**config.mk**
```make
export PLATFORM = sky130hd
export DESIGN_NAME = tmr_cfg_chain
export DESIGN_NICKNAME = d
export VERILOG_FILES = /design/src/rtl/tmrcfg_pkg.sv /design/src/rtl/tmr_vote.sv /design/src/rtl/upset_mask.sv /design/src/rtl/tmr_cfg_chain.sv
export SDC_FILE = /design/constraint.sdc
export NUM_CORES = 1
export LEC_CHECK = 0
export BUFFER_PORTS_ARGS = -buffer_cell sky130_fd_sc_hd__buf_2
export CAP_MARGIN = 25
export CELL_PAD_IN_SITES_DETAIL_PLACEMENT = 1
export CELL_PAD_IN_SITES_GLOBAL_PLACEMENT = 2
export CORE_UTILIZATION = 39
export CTS_CLUSTER_DIAMETER = 150
export CTS_CLUSTER_SIZE = 28
export DETAILED_ROUTE_END_ITERATION = 6
export GPL_TIMING_DRIVEN = 0
export PLACE_DENSITY_LB_ADDON = 0.1
export SETUP_SLACK_MARGIN = 0.3
export SYNTH_ARGS = -nofsm -noshare
export SYNTH_HDL_FRONTEND = slang
export SYNTH_SLANG_ARGS = --single-unit
export TNS_END_PERCENT = 30
```
**constraint.sdc**
```tcl
create_clock -name clk -period 1.9 [get_ports clk]
set_input_delay 0.095 -clock clk [delete_from_list [all_inputs] [get_ports clk]]
set_output_delay 0.095 -clock clk [all_outputs]
set_load 0.01 [all_outputs]
```
**src/rtl/tmrcfg_pkg.sv**
```systemverilog
package tmrcfg_pkg;
    localparam int TRIM_W   = 5;
    localparam int PIX_W    = 8;
    localparam int MASK_POS = 5;
    localparam int TPEN_POS = 6;

    typedef enum logic [1:0] {
        CP_A    = 2'd0,
        CP_B    = 2'd1,
        CP_C    = 2'd2,
        CP_NONE = 2'd3
    } copy_sel_e;
endpackage

```
**src/rtl/tmr_vote.sv**
```systemverilog
module tmr_vote #(
    parameter int W = 8
) (
    input  logic [W-1:0] cpy_a,
    input  logic [W-1:0] cpy_b,
    input  logic [W-1:0] cpy_c,
    output logic [W-1:0] voted,
    output logic         disagree
);
    always_comb begin
        voted    = (cpy_a & cpy_b) | (cpy_b & cpy_c) | (cpy_a & cpy_c);
        disagree = |((cpy_a ^ cpy_b) | (cpy_b ^ cpy_c));
    end
endmodule

```
**src/rtl/upset_mask.sv**
```systemverilog
module upset_mask #(
    parameter int W     = 8,
    parameter int IDX_W = (W > 1) ? $clog2(W) : 1
) (
    input  logic             en,
    input  logic [IDX_W-1:0] idx,
    output logic [W-1:0]     mask
);
    for (genvar i = 0; i < W; i++) begin : g_bit
        assign mask[i] = en && (idx == IDX_W'(i));
    end
endmodule

```
**src/rtl/tmr_cfg_chain.sv**
```systemverilog
module tmr_cfg_chain
    import tmrcfg_pkg::*;
#(
    parameter int COLS        = 4,
    parameter int PIX_PER_COL = 4,
    localparam int NPIX       = COLS * PIX_PER_COL,
    localparam int NBITS      = NPIX * PIX_W,
    localparam int IDX_W      = $clog2(NBITS)
) (
    input  logic                   clk,
    input  logic                   rst_n,
    input  logic                   cfg_sdi,
    input  logic                   cfg_shift_en,
    input  logic                   upset_en,
    input  logic [IDX_W-1:0]       upset_bit,
    input  logic [1:0]             upset_copy,
    output logic                   cfg_sdo,
    output logic                   seu_corrected,
    output logic [NPIX*TRIM_W-1:0] pix_trim,
    output logic [NPIX-1:0]        pix_mask,
    output logic [NPIX-1:0]        pix_tpen
);
    typedef struct packed {
        logic [NBITS-1:0] a;
        logic [NBITS-1:0] b;
        logic [NBITS-1:0] c;
        logic             flag;
    } chain_st_t;

    chain_st_t        s_d, s_q;
    logic [NBITS-1:0] vote;
    logic             mismatch;
    logic [NBITS-1:0] hit_mask;
    copy_sel_e        csel;

    assign csel = copy_sel_e'(upset_copy);

    tmr_vote #(.W(NBITS)) u_vote (
        .cpy_a    (s_q.a),
        .cpy_b    (s_q.b),
        .cpy_c    (s_q.c),
        .voted    (vote),
        .disagree (mismatch)
    );

    upset_mask #(.W(NBITS), .IDX_W(IDX_W)) u_mask (
        .en   (upset_en && !cfg_shift_en),
        .idx  (upset_bit),
        .mask (hit_mask)
    );

    always_comb begin
        s_d = s_q;
        if (cfg_shift_en) begin
            s_d.a    = {vote[NBITS-2:0], cfg_sdi};
            s_d.b    = {vote[NBITS-2:0], cfg_sdi};
            s_d.c    = {vote[NBITS-2:0], cfg_sdi};
            s_d.flag = 1'b0;
        end else begin
            s_d.a    = vote ^ ((csel == CP_A) ? hit_mask : '0);
            s_d.b    = vote ^ ((csel == CP_B) ? hit_mask : '0);
            s_d.c    = vote ^ ((csel == CP_C) ? hit_mask : '0);
            s_d.flag = mismatch;
        end
    end

    always_ff @(posedge clk) begin
        if (!rst_n) s_q <= '0;
        else        s_q <= s_d;
    end

    assign cfg_sdo       = vote[NBITS-1];
    assign seu_corrected = s_q.flag;

    for (genvar p = 0; p < NPIX; p++) begin : g_pix
        assign pix_trim[p*TRIM_W +: TRIM_W] = vote[p*PIX_W +: TRIM_W];
        assign pix_mask[p]                  = vote[p*PIX_W + MASK_POS];
        assign pix_tpen[p]                  = vote[p*PIX_W + TPEN_POS];
    end

    // stage 0 captures the serial input on a shift
    p_shift_in_r2: assert property (@(posedge clk) disable iff (!rst_n)
        cfg_shift_en |=> (vote[0] == $past(cfg_sdi)));

    // idle chain keeps its voted contents
    p_hold_stable_r5: assert property (@(posedge clk) disable iff (!rst_n)
        !cfg_shift_en |=> $stable(vote));

    // a disagreement seen while idle raises the repair flag
    p_flag_raise_r7: assert property (@(posedge clk) disable iff (!rst_n)
        (mismatch && !cfg_shift_en) |=> seu_corrected);

    // a repair leaves no disagreement unless a new strike arrives
    p_repair_r8: assert property (@(posedge clk) disable iff (!rst_n)
        (!cfg_shift_en && !upset_en) |=> !mismatch);

    // no repair flag after a shifting edge
    p_no_flag_shift_r10: assert property (@(posedge clk) disable iff (!rst_n)
        cfg_shift_en |=> !seu_corrected);
endmodule

```
==> results.toml, run 1 <==
[global_routing]
grt_usage_pct = 32.77
grt_pass1_vias = 23620
antenna_found_initial = 3
grt-ovfl-total = 0
grt_max_degree = 29
grt_pass1_wl_um = 148200

[synthesis]
syn_nets = 2804
synth_top_area_share_pct = 33.62
syn_avg_cell_area_sq_um = 9.048
syn-cell-area_sq_um = 22930
synth.yosys.seq_area_share_pct = 33.62
yosys-top-cells-area = "dfxtp_1 (34%), xnor2_1 (14%), ha_1 (14%), o21ai_0 (6.1%), nor4_1 (5.9%)"
yosysWarnings = 0
ys_types = 40
synth-seq-cells = 385
yosysTopAreaCell = "dfxtp_1"
syn-instance-count = 2534

[hold_path]
hold_path_class = "primary input to register"
worstHoldEndpoint = "s_q[134]$_SDFF_PN0_"
worstHoldPathCells = 5
min-delay-start = "upset_bit[2]"

[floorplanning]
core_area_sq_um = 57920
die_w_um = 244.5
rows = 88
start_util_pct = 39.59
die-area_sq_um = 59760
die_h_um = 244.5
num_io_pins = 128

[critical_path]
rr_worst_depth = 5
critPathMaxFanout = 2
worst_setup_path_start_kind = "register"
worstPathRequired_ns = 2.30
cp_cell_sequence = "ha_1, nor4_1, nand4_1, nor4_2, a41oi_2"
cp-startpoint = "s_q[117]$_SDFF_PN0_"
crit_path_end_kind = "register"
worstReg2RegStart = "s_q[117]$_SDFF_PN0_"
reg2reg_setup_slack_ns = -0.39
arrival_ns = 2.69
crit_path_top_delay_cell = "nor4_1"
critPathKind = "register to register"
cpPeakStageDelay_ns = 0.71
r2r-end = "seu_corrected$_SDFF_PP0_"

[sta]
worst_pin_slew_ns = 1.170
tns_ns = -0.3923
timing.hold.ws_ns = 0.1972
max_slew_margin_pct = 22.02
post-route-min-period_ns = 2.292
rsz0062_at_grt = "yes"
finalSetupViolations = 1
clock_skew_ns = 0.02027
period_share_pct = 120.6
fin_ws_ns = -0.3923
hold_viol = 0
fmax_ghz = 0.4362
slew_violations = 0

[pwr]
pwr-share-seq_pct = 57.7
pwr-share-clk_pct = 32.1
p_per_area_nw_per_um2 = 429.1
swShare_pct = 28.63
pwr-share-comb_pct = 10.2
ir_drop_v = 0.0005314
p_sw_uw = 3965
p_leak_uw = 0.01189
power.internal_uw = 9881

[placement]
dp.final_hpwl_um = 70300
placed_area_sq_um = 24700
port_buffers = 126
gp_congestion = 0.8949
dp_slack_ns = -1.319

[final_layout]
drive_gt1_share_pct = 48.73
nets = 3267
multiInputGateArea_sq_um = 17270
seqCellArea_sq_um = 8238
fillers = 6362
finalInstanceArea_sq_um = 32270
syn2layout_area_growth_pct = 40.74

[routing]
drt_first_pass_iters = 5
drt-initial-drc-count = 1492
vias_per_cell = 6.037
postRouteAntennaNets = 0
wl_per_cell_um = 27.43
vias = 22720
remaining_drc_errors = 0
finalWirelength_um = 103300

[clock_network]
cts_tree = "yes"
root_buffer = "clkbuf_16"
clk_pin_slew_ns = 0.12
clock_path_buffers = 3
cts_buffers = 17
clk_latency_ns = 0.56
cts_sinks = 385
htreeDepth = 1

[run]
maxCapViolCount = 0

[run_status]
violations = "negative setup slack"
status = "complete, but fails checks"
layer usage:
layer | GRT usage, % | up-vias | part of all wire, %
li1 | - | 10250 | -
met1 | 42.50 | 11470 | 42
met2 | 54.16 | 764 | 47
met3 | 4.631 | 237 | 5.9
met4 | 13.99 | 0 | 5.1
met5 | 0 | - | 0
layout by cell type (no fill, tap or decap), drive strengths merged, types with 4 or more instances in the layout:
cell / netlist / final
a211oi: 128 / 128
and4b: 4 / 4
and4bb: 7 / 7
buf: 71 / 512
clkbuf: 166 / 185
clkinv: 68 / 54
dfxtp: 385 / 385
ha: 256 / 256
inv: 45 / 60
nand2b: 4 / 4
nand3: 114 / 114
nand3b: 16 / 16
nand4: 188 / 188
nand4b: 5 / 5
nor4: 267 / 267
nor4b: 9 / 9
nor4bb: 10 / 10
o21ai: 384 / 384
xnor2: 378 / 378
xor2: 6 / 6
cell families (layout without fill, tap and decap cells):
group,count (synthesis),count (layout),synth area share (%)
flip-flops,385,385,33.62
buffers and inverters,350,812,5.921
other,0,3,0
AO/OA/AOI/OAI,513,513,12.61
AND/OR/NAND/NOR,646,646,19.21
XOR/XNOR,384,384,14.67
adder cells (fa/ha/maj),256,256,13.97
state kept, by name (all words and copies together) (netlist names):
name,flops
s_q,384
seu_corrected,1
synthesized netlist by cell type:
| library cell | number |
|---|---|
| dfxtp_1 | 385 |
| xnor2_1 | 378 |
| o21ai_0 | 281 |
| ha_1 | 256 |
| nor4_1 | 218 |
| nand4_1 | 187 |
| clkbuf_1 | 166 |
| a211oi_1 | 128 |
| nand3_1 | 114 |
| o21ai_1 | 103 |
| clkinv_1 | 68 |
| nor4_2 | 49 |
| inv_1 | 45 |
| buf_1 | 36 |
| buf_2 | 35 |
| nand3b_1 | 16 |
| nor4bb_1 | 10 |
| nor4b_1 | 8 |
| xor2_1 | 6 |
| and4bb_2 | 5 |
| nand4b_1 | 5 |
| and4b_1 | 4 |
| nand2b_1 | 4 |
| nor2b_1 | 3 |
| nor3b_1 | 3 |
| or3b_1 | 3 |
| or4b_1 | 3 |
| and4bb_1 | 2 |
| nand4bb_1 | 2 |
| a41oi_1 | 1 |
| and3_1 | 1 |
| and3b_1 | 1 |
| and4_1 | 1 |
| nand4_2 | 1 |
| nor2_1 | 1 |
| nor3_1 | 1 |
| nor4b_2 | 1 |
| or2_2 | 1 |
| or3_1 | 1 |
| or4_1 | 1 |
cell type report:
type / count / share of cell area, %
diodes: 3 / 0.02326
flip-flops and latches: 385 / 25.53
clock inverters: 1 / 0.02714
inverters: 113 / 1.524
multi-input cells: 1799 / 53.51
repair buffers: 444 / 11.88
clock buffers: 17 / 1.318
plain buffers: 237 / 3.222
well taps: 765 / 2.966
power groups by stage:
stage                     sequential, uW  clock (uW)  combinational, uW
after floorplan                     8260           0                636
after global placement              8260           0               1230
after detailed placement            8260           0               1270
after CTS                           8060        4480               1310
after global routing                7990        4740               1440
final                               7990        4440               1410
stage by stage:
stage,util [%],total power [uW],std cells
after floorplan,-,8897,2534
after global placement,42.33,9491,3425
after detailed placement,42.66,9536,3436
after CTS,50.97,13850,3655
after global routing,55.70,14180,3761
final,55.72,13850,3764
worst max-delay path, delay by kind of cell, from the launching register on:
| kind | cells | cell delay, ns |
|---|---|---|
| AND/OR/NAND/NOR | 3 | 1.30 |
| flip-flops | 1 | 0.34 |
| adder cells (fa/ha/maj) | 1 | 0.29 |
| AO/OA/AOI/OAI | 1 | 0.22 |
what timing repair did:
item / in CTS / in global routing
buffers inserted: 200 / 105
pin swaps: 152 / 185
gates resized for setup: 795 / 569
endpoints found under the hold margin: 3 / 0
hold buffers: 1 / 0
setup endpoints to repair: 491 / 363
worst max path at each step:
stage                                     to  slack, ns  depth (start not counted)
CTS                 seu_corrected$_SDFF_PP0_      -0.28                          5
global placement    seu_corrected$_SDFF_PP0_      -1.31                          5
detailed placement  seu_corrected$_SDFF_PP0_      -1.32                          5
floorplan                s_q[276]$_SDFF_PN0_       0.38                          7
finish              seu_corrected$_SDFF_PP0_      -0.39                          5
global route        seu_corrected$_SDFF_PP0_      -0.39                          5
(Power assumes the default switching activity.)
==> inputs of run 2 (changes only) <==
--- a/config.mk
+++ b/config.mk
@@ -5,7 +5,7 @@
 export SDC_FILE = /design/constraint.sdc
 export NUM_CORES = 1
 export LEC_CHECK = 0
-export BUFFER_PORTS_ARGS = -buffer_cell sky130_fd_sc_hd__buf_2
+export BUFFER_PORTS_ARGS = -buffer_cell sky130_fd_sc_hd__clkbuf_2
 export CAP_MARGIN = 25
 export CELL_PAD_IN_SITES_DETAIL_PLACEMENT = 1
 export CELL_PAD_IN_SITES_GLOBAL_PLACEMENT = 2
==> run 2 against run 1 <==
  * The flow still finishes with violations (negative setup slack)
  * Combinational power hardly changed
  * Sequential power hardly changed
  * Utilization hardly changed
  * Clock power is 3% higher
  * Flip-flop and latch count stayed put
  * Via count is 0.67% higher
  * Largest cell class unchanged
  * Power is 0.84% higher
  * Non-clock buffer count is 3 lower
==> results.toml, run 2 (synthesis gave the netlist of run 1 again) <==
[routing]
vias_per_cell = 6.085
wl_per_cell_um = 27.44
drt-initial-drc-count = 1606
m1WireLength_um = 44470
vias = 22870
postRouteAntennaNets = 0
remaining_drc_errors = 0
routed-wl-met2_um = 48730
finalWirelength_um = 103100
drt_first_pass_iters = 5
top_layer = "met4"
met3_length_um = 5812

[placement]
placedCellCount = 3437
dp.final_hpwl_um = 70690
gp_congestion = 0.8874
placed_area_sq_um = 24710
port_buffers = 126

[pwr]
ir_drop_v = 0.0005196
p_leak_uw = 0.01179
p_per_area_nw_per_um2 = 432.8

[final_layout]
layout_commonest_cell = "xnor2_1"
final_cell_mix = "xnor2_1 (369), buf_4 (291), o21ai_0 (265), dfxtp_2 (252), nand4_1 (187)"
antenna_cells = 0
final_util_pct = 55.70
nets = 3264
syn2layout_area_growth_pct = 40.71
finalInstanceArea_sq_um = 32260
fillers = 6390
top_register = "s_q"
largest_register_ffs = 384
final_cells = 3759
drive_gt1_share_pct = 47.63

[global_routing]
antenna_found_initial = 3
grt_pass1_vias = 23490
grt-ovfl-total = 0
grt_pass1_wl_um = 148000
grt_usage_pct = 32.78
grt_max_degree = 29

[run_status]
violations = "negative setup slack"
status = "complete, but fails checks"

[floorplanning]
die_w_um = 244.5
rows = 88
num_io_pins = 128
start_util_pct = 39.59
die-area_sq_um = 59760
core_area_sq_um = 57920
die_h_um = 244.5

[sta]
hold_viol = 0
slew_violations = 0
timing.hold.ws_ns = 0.2213
fin_ws_ns = -0.2315
worst_pin_slew_ns = 1.179
post-route-min-period_ns = 2.131
fmax_ghz = 0.4692
max_slew_margin_pct = 21.43
clock_skew_ns = 0.02433
rsz0062_at_grt = "yes"
finalSetupViolations = 1
period_share_pct = 112.2

[hold_path]
hold_path_class = "primary input to register"

[critical_path]
worstPathRequired_ns = 2.33
crit_path_top_delay_cell = "nor4_2"
critPathMaxFanout = 2
path_buf_inv = 0
arrival_ns = 2.57
cp_top_family = "simple AND/OR/NAND/NOR gates"
cpPeakStageDelay_ns = 0.48
cp_cell_sequence = "ha_1, nor4_2, nand4_1, nor4_4, a41oi_2"
crit_path_end_kind = "register"
worst_setup_path_start_kind = "register"
critPathKind = "register to register"

[clock_network]
cts_tree = "yes"
clk_pin_slew_ns = 0.12
cts_sinks = 385
clock_path_buffers = 3
htreeDepth = 1
cts_buffers = 17
clk_latency_ns = 0.59
root_buffer = "clkbuf_16"

[run]
maxCapViolCount = 0
## run 2: cell types whose count changed in the layout (fill, tap and decap cells not counted), moves of 8 or more
cell,previous run,this run
buf_8,10,20
ha_4,124,132
clkbuf_1,103,124
buf_2,66,42
o21ai_0,250,265
clkinv_2,54,62
inv_2,56,46
dfxtp_2,244,252
o21ai_2,14,3
buf_6,115,102
## run 2: timing repair
item | in CTS | in global routing
hold buffers | 1 | 0
endpoints found under the hold margin | 3 | 0
gates resized for setup | 764 | 622
buffers inserted | 208 | 93
pin swaps | 174 | 178
endpoints found under the setup margin | 491 | 374
## run 2: final timing paths
path	startpoint	end	slack [ns]	cells after the start
hold / removal	upset_bit[2]	s_q[129]$_SDFF_PN0_	0.22	5
setup / recovery	s_q[53]$_SDFF_PN0_	seu_corrected$_SDFF_PP0_	-0.23	5
hold reg to reg	s_q[44]$_SDFF_PN0_	s_q[300]$_SDFF_PN0_	0.71	4
setup reg to reg	s_q[53]$_SDFF_PN0_	seu_corrected$_SDFF_PP0_	-0.23	5
## run 2: routing by layer
metal,track usage (%),vias to the layer above
li1,-,10230
met1,42.51,11670
met2,54.94,767
met3,4.884,210
met4,11.84,0
met5,0,-
## run 2: layout make-up
cell class	instances	area, sq um	area share, %
repair buffers	441	3801	11.78
multi-input cells	1799	17300	53.63
inverters	113	515.5	1.598
well taps	765	957.2	2.967
flip-flops and latches	385	8222	25.48
clock inverters	2	17.52	0.05430
plain buffers	237	1021	3.165
clock buffers	17	425.4	1.319
## run 2: through the flow
step	worst slack [ns]	setup TNS, ns	total power (uW)
after CTS	-0.2269	-0.4400	13970
after floorplan	0.3800	0	8897
final	-0.2315	-0.2315	13960
after detailed placement	-1.285	-195.13	9539
after global placement	-1.310	-197.82	9490
after global routing	-0.2838	-0.3206	14300
## run 2: worst register-to-register path, cell delays in order (launching register included)
cell and delay (ns):
dfxtp_2 0.34, ha_1 0.30, nor4_2 0.48, nand4_1 0.23, nor4_4 0.43, a41oi_2 0.22
## run 2: report_power, final
group	leakage (uW)	switching, uW	internal, uW	total (uW)
Sequential	0.00327	6.58	7990	8000
Clock	0.000219	2910	1650	4560
Combinational	0.00830	1150	246	1400
